--- src/rtl/sym_pwm_pkg.sv ---
package sym_pwm_pkg;

    localparam int NCH = 2;

    typedef enum logic [1:0] {
        OM_OFF    = 2'd0,
        OM_TOGGLE = 2'd1,
        OM_CLR_UP = 2'd2,
        OM_SET_UP = 2'd3
    } out_mode_e;

endpackage

--- src/rtl/sym_pwm_counter.sv ---
module sym_pwm_counter #(
    parameter int W = 8
) (
    input  logic         clk,
    input  logic         rst,
    input  logic         en,
    input  logic [W-1:0] top,
    output logic [W-1:0] cnt_o,
    output logic         slope_up_o,
    output logic         at_top_o
);
    localparam logic [W-1:0] ZERO = '0;
    localparam logic [W-1:0] ONE  = W'(1);

    typedef struct packed {
        logic [W-1:0] cnt;
        logic         up;
    } cnt_st_t;

    cnt_st_t s_d, s_q;

    always_comb begin
        s_d        = s_q;
        at_top_o   = (s_q.cnt >= top);
        // end points decide the slope: zero is rising, the ceiling is falling
        if (s_q.cnt == ZERO)  slope_up_o = 1'b1;
        else if (at_top_o)    slope_up_o = 1'b0;
        else                  slope_up_o = s_q.up;

        if (en) begin
            if (s_q.cnt == ZERO) begin
                s_d.cnt = (top == ZERO) ? ZERO : ONE;
                s_d.up  = 1'b1;
            end else if (at_top_o) begin
                s_d.cnt = s_q.cnt - ONE;
                s_d.up  = 1'b0;
            end else begin
                s_d.cnt = s_q.up ? (s_q.cnt + ONE) : (s_q.cnt - ONE);
            end
        end
    end

    always_ff @(posedge clk) begin
        if (rst) begin
            s_q.cnt <= ZERO;
            s_q.up  <= 1'b1;
        end else begin
            s_q <= s_d;
        end
    end

    assign cnt_o = s_q.cnt;

endmodule

--- src/rtl/sym_pwm_cmp_bank.sv ---
module sym_pwm_cmp_bank #(
    parameter int W   = 8,
    parameter int NCH = 2
) (
    input  logic                    clk,
    input  logic                    rst,
    input  logic [NCH-1:0]          wr,
    input  logic [NCH-1:0][W-1:0]   wr_val,
    input  logic                    load,
    output logic [NCH-1:0][W-1:0]   act_o
);
    typedef struct packed {
        logic [NCH-1:0][W-1:0] pend;
        logic [NCH-1:0][W-1:0] act;
    } bank_st_t;

    bank_st_t s_d, s_q;

    always_comb begin
        s_d = s_q;
        for (int i = 0; i < NCH; i++) begin
            if (wr[i])  s_d.pend[i] = wr_val[i];
            if (load)   s_d.act[i]  = s_q.pend[i];
        end
    end

    always_ff @(posedge clk) begin
        if (rst) s_q <= '0;
        else     s_q <= s_d;
    end

    assign act_o = s_q.act;

endmodule

--- src/rtl/sym_pwm_channel.sv ---
module sym_pwm_channel
    import sym_pwm_pkg::*;
#(
    parameter int W            = 8,
    parameter bit ALLOW_TOGGLE = 1'b0
) (
    input  logic         clk,
    input  logic         rst,
    input  logic         en,
    input  logic [W-1:0] cnt,
    input  logic         slope_up,
    input  logic [W-1:0] cmp,
    input  out_mode_e    mode,
    input  logic         toggle_ok,
    output logic         wave_o,
    output logic         match_o
);
    typedef struct packed {
        logic oc;
        logic hit;
    } ch_st_t;

    ch_st_t s_d, s_q;
    logic   hit_now;
    logic   tog_live;

    assign hit_now  = (cnt == cmp);
    assign tog_live = ALLOW_TOGGLE && toggle_ok;

    always_comb begin
        s_d     = s_q;
        s_d.hit = en && hit_now;
        if (en && hit_now) begin
            case (mode)
                OM_OFF:    s_d.oc = s_q.oc;
                OM_TOGGLE: s_d.oc = tog_live ? ~s_q.oc : s_q.oc;
                OM_CLR_UP: s_d.oc = ~slope_up;
                OM_SET_UP: s_d.oc = slope_up;
            endcase
        end
    end

    always_ff @(posedge clk) begin
        if (rst) s_q <= '0;
        else     s_q <= s_d;
    end

    always_comb begin
        case (mode)
            OM_OFF:    wave_o = 1'b0;
            OM_TOGGLE: wave_o = tog_live ? s_q.oc : 1'b0;
            default:   wave_o = s_q.oc;
        endcase
    end

    assign match_o = s_q.hit;

endmodule

--- src/rtl/sym_pwm_timer.sv ---
module sym_pwm_timer
    import sym_pwm_pkg::*;
#(
    parameter int W = 8
) (
    input  logic         clk,
    input  logic         rst,
    input  logic         tick_en,
    input  logic         top_from_a,
    input  logic         cmp_a_wr,
    input  logic [W-1:0] cmp_a_val,
    input  logic         cmp_b_wr,
    input  logic [W-1:0] cmp_b_val,
    input  logic [1:0]   mode_a,
    input  logic [1:0]   mode_b,
    output logic [W-1:0] count_o,
    output logic         wave_a_o,
    output logic         wave_b_o,
    output logic         match_a_o,
    output logic         match_b_o,
    output logic         bottom_o
);
    localparam logic [W-1:0] FULL = '1;
    localparam logic [W-1:0] ZERO = '0;

    typedef struct packed {
        logic bot;
    } top_st_t;

    top_st_t s_d, s_q;

    logic [NCH-1:0]        wr_v;
    logic [NCH-1:0][W-1:0] val_v;
    logic [NCH-1:0][W-1:0] act_v;
    out_mode_e             mode_v [NCH];
    logic [NCH-1:0]        wave_v;
    logic [NCH-1:0]        match_v;
    logic [W-1:0]          top_val;
    logic                  slope_up;
    logic                  at_top;

    assign wr_v      = {cmp_b_wr, cmp_a_wr};
    assign val_v     = {cmp_b_val, cmp_a_val};
    assign mode_v[0] = out_mode_e'(mode_a);
    assign mode_v[1] = out_mode_e'(mode_b);
    assign top_val   = top_from_a ? act_v[0] : FULL;

    sym_pwm_counter #(.W(W)) u_cnt (
        .clk        (clk),
        .rst        (rst),
        .en         (tick_en),
        .top        (top_val),
        .cnt_o      (count_o),
        .slope_up_o (slope_up),
        .at_top_o   (at_top)
    );

    sym_pwm_cmp_bank #(.W(W), .NCH(NCH)) u_bank (
        .clk    (clk),
        .rst    (rst),
        .wr     (wr_v),
        .wr_val (val_v),
        .load   (tick_en && at_top),
        .act_o  (act_v)
    );

    for (genvar i = 0; i < NCH; i++) begin : g_ch
        sym_pwm_channel #(.W(W), .ALLOW_TOGGLE(i == 0)) u_ch (
            .clk       (clk),
            .rst       (rst),
            .en        (tick_en),
            .cnt       (count_o),
            .slope_up  (slope_up),
            .cmp       (act_v[i]),
            .mode      (mode_v[i]),
            .toggle_ok (top_from_a),
            .wave_o    (wave_v[i]),
            .match_o   (match_v[i])
        );
    end

    always_comb begin
        s_d     = s_q;
        s_d.bot = tick_en && (count_o == ZERO);
    end

    always_ff @(posedge clk) begin
        if (rst) s_q <= '0;
        else     s_q <= s_d;
    end

    assign wave_a_o  = wave_v[0];
    assign wave_b_o  = wave_v[1];
    assign match_a_o = match_v[0];
    assign match_b_o = match_v[1];
    assign bottom_o  = s_q.bot;

endmodule

--- config.mk ---
export PLATFORM = sky130hd
export DESIGN_NAME = sym_pwm_timer
export DESIGN_NICKNAME = d
export VERILOG_FILES = /design/src/rtl/sym_pwm_pkg.sv /design/src/rtl/sym_pwm_counter.sv /design/src/rtl/sym_pwm_cmp_bank.sv /design/src/rtl/sym_pwm_channel.sv /design/src/rtl/sym_pwm_timer.sv
export SDC_FILE = /design/constraint.sdc
export NUM_CORES = 1
export LEC_CHECK = 0
export BUFFER_PORTS_ARGS = -buffer_cell sky130_fd_sc_hd__buf_2
export CORE_MARGIN = 2
export CORE_UTILIZATION = 58
export CTS_BUF_LIST = sky130_fd_sc_hd__clkbuf_2 sky130_fd_sc_hd__clkbuf_4 sky130_fd_sc_hd__clkbuf_8
export CTS_CLUSTER_DIAMETER = 200
export DETAILED_ROUTE_END_ITERATION = 16
export PLACE_DENSITY = 0.89
export SLEW_MARGIN = 20
export SYNTH_ARGS = -nofsm -noshare
export SYNTH_HDL_FRONTEND = slang
export SYNTH_HIERARCHICAL = 1
export SYNTH_SLANG_ARGS = --single-unit
--- constraint.sdc ---
create_clock -name clk -period 3.2 [get_ports clk]
set_input_delay 0 -clock clk [delete_from_list [all_inputs] [get_ports clk]]
set_output_delay 0 -clock clk [all_outputs]
set_load 0.01 [all_outputs]
======== After elaboration in Yosys (flattened, before gate mapping) ========
Cells that the tools add are included.
word-level totals
  output and inout port bits .............. 13
  word-level logic and storage cells ...... 51
  bits in registers ....................... 46
  input bits .............................. 26
operators by class
  reductions and logical operators ........ 11
  bitwise logic cells ..................... 4
  order comparisons ....................... 1
  multiplexer cells ....................... 13
  equal/unequal tests ..................... 9
  add/subtract/negate cells ............... 2
operators by type and width
  cell                 count
  $mux 8               3
  $eq 8x8->1           2
  $logic_not 8->1      2
  $mux 9               1
  $add 8x1->8 const B  1
  $eq 2x2->1 const B   4
  $ge 8x8->1           1
  $sub 8x1->8 const B  1
  $mux 1               6
  $eq 2x1->1 const B   2
  $logic_and 1x1->1    4
  $logic_not 2->1      2
  $not 1->1            4
  $pmux 1 s2           2
  $pmux 1 s3           1
  $reduce_and 3->1     1
  $ne 2x2->1 const B   1
  $reduce_and 2->1     1
  $reduce_or 2->1      1

======== Depth between registers and ports, before layout ========
  depth in word-level cells ............... 6
  mapped depth ............................ 13
  mapped depth without buffers ............ 11

======== Hierarchy ========
The synthesis kept the hierarchy.
modules (own cells, without submodules)
  module                          area each (um2)  sequential area each (um2)  cells each  instances
  sym_pwm_cmp_bank                1,262.5          640.6                       119         1
  sym_pwm_counter                 1,022.2          180.2                       135         1
  sym_pwm_channel (g_ch[0].u_ch)  219.0            40.0                        24          1
  sym_pwm_channel (g_ch[1].u_ch)  206.4            40.0                        21          1
  sym_pwm_timer                   110.1            20.0                        13          1

======== Worst setup path after synthesis ========
No wires, ideal clock.
  kind .................................... reg2reg
  start point ............................. register u_bank.s_q (netlist bit u_bank/act_o[7])
  end point ............................... register g_ch[1].u_ch/s_q[1] (netlist name)
  slack ................................... 0.842 ns
  cell stages (with the launch flop) ...... 13
  arrival ................................. 2.237 ns
  path buffers ............................ 2
  cells stage by stage .................... dfxtp_1 > buf_4 > nand2b_1 > inv_1 > ha_1 > and3_4 > a221o_1 > a21o_1 > buf_6 > nand2_1 > xor2_1 > nor2_1 > mux2_4
on the way
  cells in the longest elaborated chain, start to end .. 6
RTL lines
  element                   line                    text
  start: declaration        sym_pwm_cmp_bank.sv:17  bank_st_t s_d, s_q;
  start signal: assignment  sym_pwm_cmp_bank.sv:28  if (rst) s_q <= '0;
  start signal: assignment  sym_pwm_cmp_bank.sv:29  else s_q <= s_d;
  $mux 8 (*)                sym_pwm_timer.sv:46     assign top_val = top_from_a ? act_v[0] : FULL;
  via top_val[7]            sym_pwm_timer.sv:38     logic [W-1:0] top_val;
  $ge 8x8->1 (*)            sym_pwm_counter.sv:24   at_top_o = (s_q.cnt >= top);
  $mux 1 (*)                n/a
  $mux 1 (*)                sym_pwm_counter.sv:26   if (s_q.cnt == ZERO) slope_up_o = 1'b1;
  via slope_up              sym_pwm_timer.sv:39     logic slope_up;
  $not 1->1                 sym_pwm_channel.sv:37   OM_CLR_UP: s_d.oc = ~slope_up;
  $pmux 1 s2 (*)            sym_pwm_channel.sv:34   case (mode)
  end signal: assignment    sym_pwm_channel.sv:44   if (rst) s_q <= '0;
  end signal: assignment    sym_pwm_channel.sv:45   else s_q <= s_d;
  end: declaration          sym_pwm_channel.sv:23   ch_st_t s_d, s_q;
Mark *: on every way through the listed nets, which the timed path passes. The rest lies on a longest branch.
A chain may end at the register's enable or synchronous reset.

======== Worst setup path after layout ========
  start point ............................. register u_bank.s_q (netlist bit u_bank/act_o[7])
  end point ............................... register u_bank.s_q (netlist bit u_bank/act_o[10])
on the way
  cells in the longest elaborated chain, start to end .. 3
RTL lines
  element            line                   text
  $mux 8             sym_pwm_timer.sv:46
  via top_val[7]     sym_pwm_timer.sv:38
  $ge 8x8->1         sym_pwm_counter.sv:24
  via at_top         sym_pwm_timer.sv:40    logic at_top;
  $logic_and 1x1->1  sym_pwm_timer.sv:63    .load (tick_en && at_top),
The timed path passes the listed nets, and every way through them passes these cells.

==> flow_summary.yaml <==
place:
  dp_hpwl_um: 4572
  gp_congestion: 0.9531
  numPortBuffers: 38
  dpl_cell_area_um2: 2859
global_routing:
  grt_use_total_pct: 26.16
  grt_start_max_net_pins: 36
  grt_pass1_wl_um: 10780
  grt_pass1_vias: 2204
  antenna_found_initial: 0
  grt_remaining_overflow: 0
worst_setup_path:
  crit_arrival_ns: 3.07
  worstSetupPathType: "register to register"
  r2r-start: "u_bank/act_o[7]"
  start_kind: "register"
  timing.rr.end: "u_bank/act_o[10]"
  rrSetupSlack_ns: 0.31
  rr_worst_depth: 9
  worst-path-max-fanout: 16
  endpoint_kind: "register"
  crit_path_cell_trace: "nand2b_1, inv_1, ha_1, and3_4, o211ai_1, o21ai_0, and2_1, mux2i_1, nor2_1"
  critPathSlowestCell: "and2_1"
  slowest_delay_ns: 0.81
  critPathRequiredTime_ns: 3.38
hold_path:
  hp-class: "primary input to register"
  holdCritStartpoint: "rst"
  hold_end: "g_ch[0].u_ch/match_o"
  holdPathStages: 2
route:
  drtIter0Drc: 219
  drtPass1Iterations: 5
  drc_errors: 0
  wl_per_cell_um: 17.58
  drt.antenna.violating_nets: 0
  avgViaCountPerCell: 5.813
  via_count: 2325
  routed_wl_um: 7033
clocking:
  path_clk_slew_ns: 0.09
  postCtsSetupRepairBufs: 0
  clk_latency_ns: 0.30
  cts_hold_buf: 16
  cts_tree: "yes"
  cts_resized: 0
  clk_path_buf_depth: 2
  cts_sinks: 46
  root_buffer: "clkbuf_8"
  numCtsBuffers: 5
  htree_levels: 2
sta:
  worst_pin_slew_ns: 0.9662
  finClkSkew_ns: 0.005362
  period_share_pct: 90.30
  finalCriticalPeriod_ns: 2.890
  slew_headroom_pct: 35.59
  clock.fmax_mhz: 346.1
  setup_tns_ns: 0
  finalSetupViolations: 0
  finalHoldViolations: 0
  drv_slew: 0
  rsz0062_at_grt: "no"
floorplan:
  dieArea_um2: 5436
  die_w_um: 73.73
  initial_core_util_pct: 60.11
  core_region_area_um2: 4692
  rows: 25
  die_h_um: 73.73
  io_pins: 39
synthesis:
  ys_seq_area_share_pct: 32.65
  yosys.area.top_type: "dfxtp_1"
  syn_nets: 349
  yosys_warnings: 6
  netlist_instances: 312
  synth_common_cells: "dfxtp_1 (46), nor2_1 (43), mux2i_1 (37)"
  postSynth.asyncResetShare_pct: 0
  synth_top_area_share_pct: 32.65
  ys_types: 53
  ys_ff_latch: 46
  netlist_area_um2: 2820
  netlist_top_cells_area: "dfxtp_1 (33%), mux2i_1 (13%), buf_4 (6.9%)"
  ys.flop_type: "dfxtp_1"
  yosysMostFrequentCell: "dfxtp_1"
  syn_avg_cell_area_um2: 9.039
  synth_edf_count: 0
power_and_ir_drop:
  ir_worst_vdd_uv: 430.4
  p_leak_nw: 1.513
  p_per_area_nw_per_um2: 386.1
status:
  status: "finished, final reports clean"
final_layout:
  antenna_cells: 0
  num-nets-final: 382
  drive_gt1_share_pct: 19.36
  area_growth_pct: 11.09
  stdcell_area_um2: 3133
flow_run:
  maxCapViolations: 0
cell families after synthesis:
group	count (synthesis)	share of synthesized area, %
adders and majority gates	11	4.880
and+or+nand+nor	111	21.61
DFF	46	32.65
AOI/OAI and AO/OA	37	9.672
xor gates and xnor gates	19	5.901
buffers and inverters	50	11.62
muxes	38	13.66
power breakdown:
group          total (mW)  switching (mW)  internal (mW)
registers           0.603          0.0134          0.590
clock network       0.447           0.206          0.242
logic               0.159          0.0848         0.0743
flip-flops by register name, summed over array words and instances, names as in the netlist:
register	count
u_cnt/s_q	1
u_bank/act_o	16
bottom_o	1
g_ch.u_ch/s_q	2
u_cnt/cnt_o	8
g_ch.u_ch/match_o	2
u_bank/s_q	16
per-layer routing:
| metal | global-route usage [%] | up-vias | wire length (um) |
|---|---|---|---|
| met2 | 44.44 | 98 | 3546 |
| met4 | 9.899 | 0 | 153 |
| li1 | - | 1121 | - |
| met3 | 6.310 | 16 | 463 |
| met1 | 31.79 | 1090 | 2869 |
| met5 | 0 | - | 0 |
final cells by class:
cell class	instances	area, um^2
fill	342	1559
clock buffer	6	76.32
timing repair buffer	61	402.9
tap	54	67.56
multi-input combinational	216	1572
inverter	15	56.30
clock inverter	2	37.54
sequential	46	920.9
critical path, delay by kind of cell, from the launching register on:
family,cells,cell delay [ns]
compound gates,2,0.36
fa+ha+maj,1,0.34
buf+inv,1,0.06
flops,1,0.40
mux,1,0.33
simple gates,4,1.29
metrics by stage:
stage / util, % / worst slack (ns) / hold WS, ns / total power, mW / cells
3_5_place_dp: 60.93 / 0.5192 / 0.2412 / 0.7539 / 376
3_3_place_gp: 60.93 / 0.6230 / 0.2318 / 0.7489 / 376
2_1_floorplan: - / 0.8421 / 0.06907 / 0.7085 / 312
4_1_cts: 66.77 / 0.4550 / 0.03027 / 1.205 / 400
6_report: 66.77 / 0.3104 / 0.02894 / 1.210 / 400
5_1_grt: 66.77 / 0.1882 / 0.04670 / 1.249 / 400
worst max-delay path by stage:
stage / startpoint / endpoint / slack [ns] / cells after the start
after floorplan: u_bank/act_o[7] / g_ch[1].u_ch/s_q[1] / 0.84 / 12
final: u_bank/act_o[7] / u_bank/act_o[10] / 0.31 / 9
after global routing: u_bank/act_o[7] / u_bank/act_o[10] / 0.19 / 9
after global placement: u_bank/act_o[7] / u_bank/act_o[13] / 0.62 / 9
after detailed placement: u_bank/act_o[7] / u_bank/act_o[10] / 0.52 / 9
after CTS: u_bank/act_o[7] / u_bank/act_o[10] / 0.46 / 9
layout by cell type, fill, tap and decap left out, drive strengths merged, types with 2 or more instances in the layout:
master | netlist | final
nor4 | 7 | 7
ha | 11 | 11
a21oi | 4 | 4
buf | 33 | 45
nand2 | 15 | 15
o21a | 2 | 2
o211ai | 5 | 5
or2 | 2 | 2
and2 | 4 | 4
a211oi | 3 | 3
dfxtp | 46 | 46
nor3 | 8 | 8
mux2i | 37 | 37
a211o | 2 | 2
nand2b | 9 | 9
dlygate4sd3 | 0 | 16
xor2 | 15 | 15
inv | 15 | 15
o21ai | 7 | 7
clkbuf | 2 | 6
or4 | 2 | 2
nor2 | 43 | 43
nand3 | 5 | 5
nor2b | 4 | 4
and3 | 4 | 4
xnor2 | 4 | 4
a21o | 4 | 4
nand4 | 2 | 2
(Power assumes the default switching activity.)
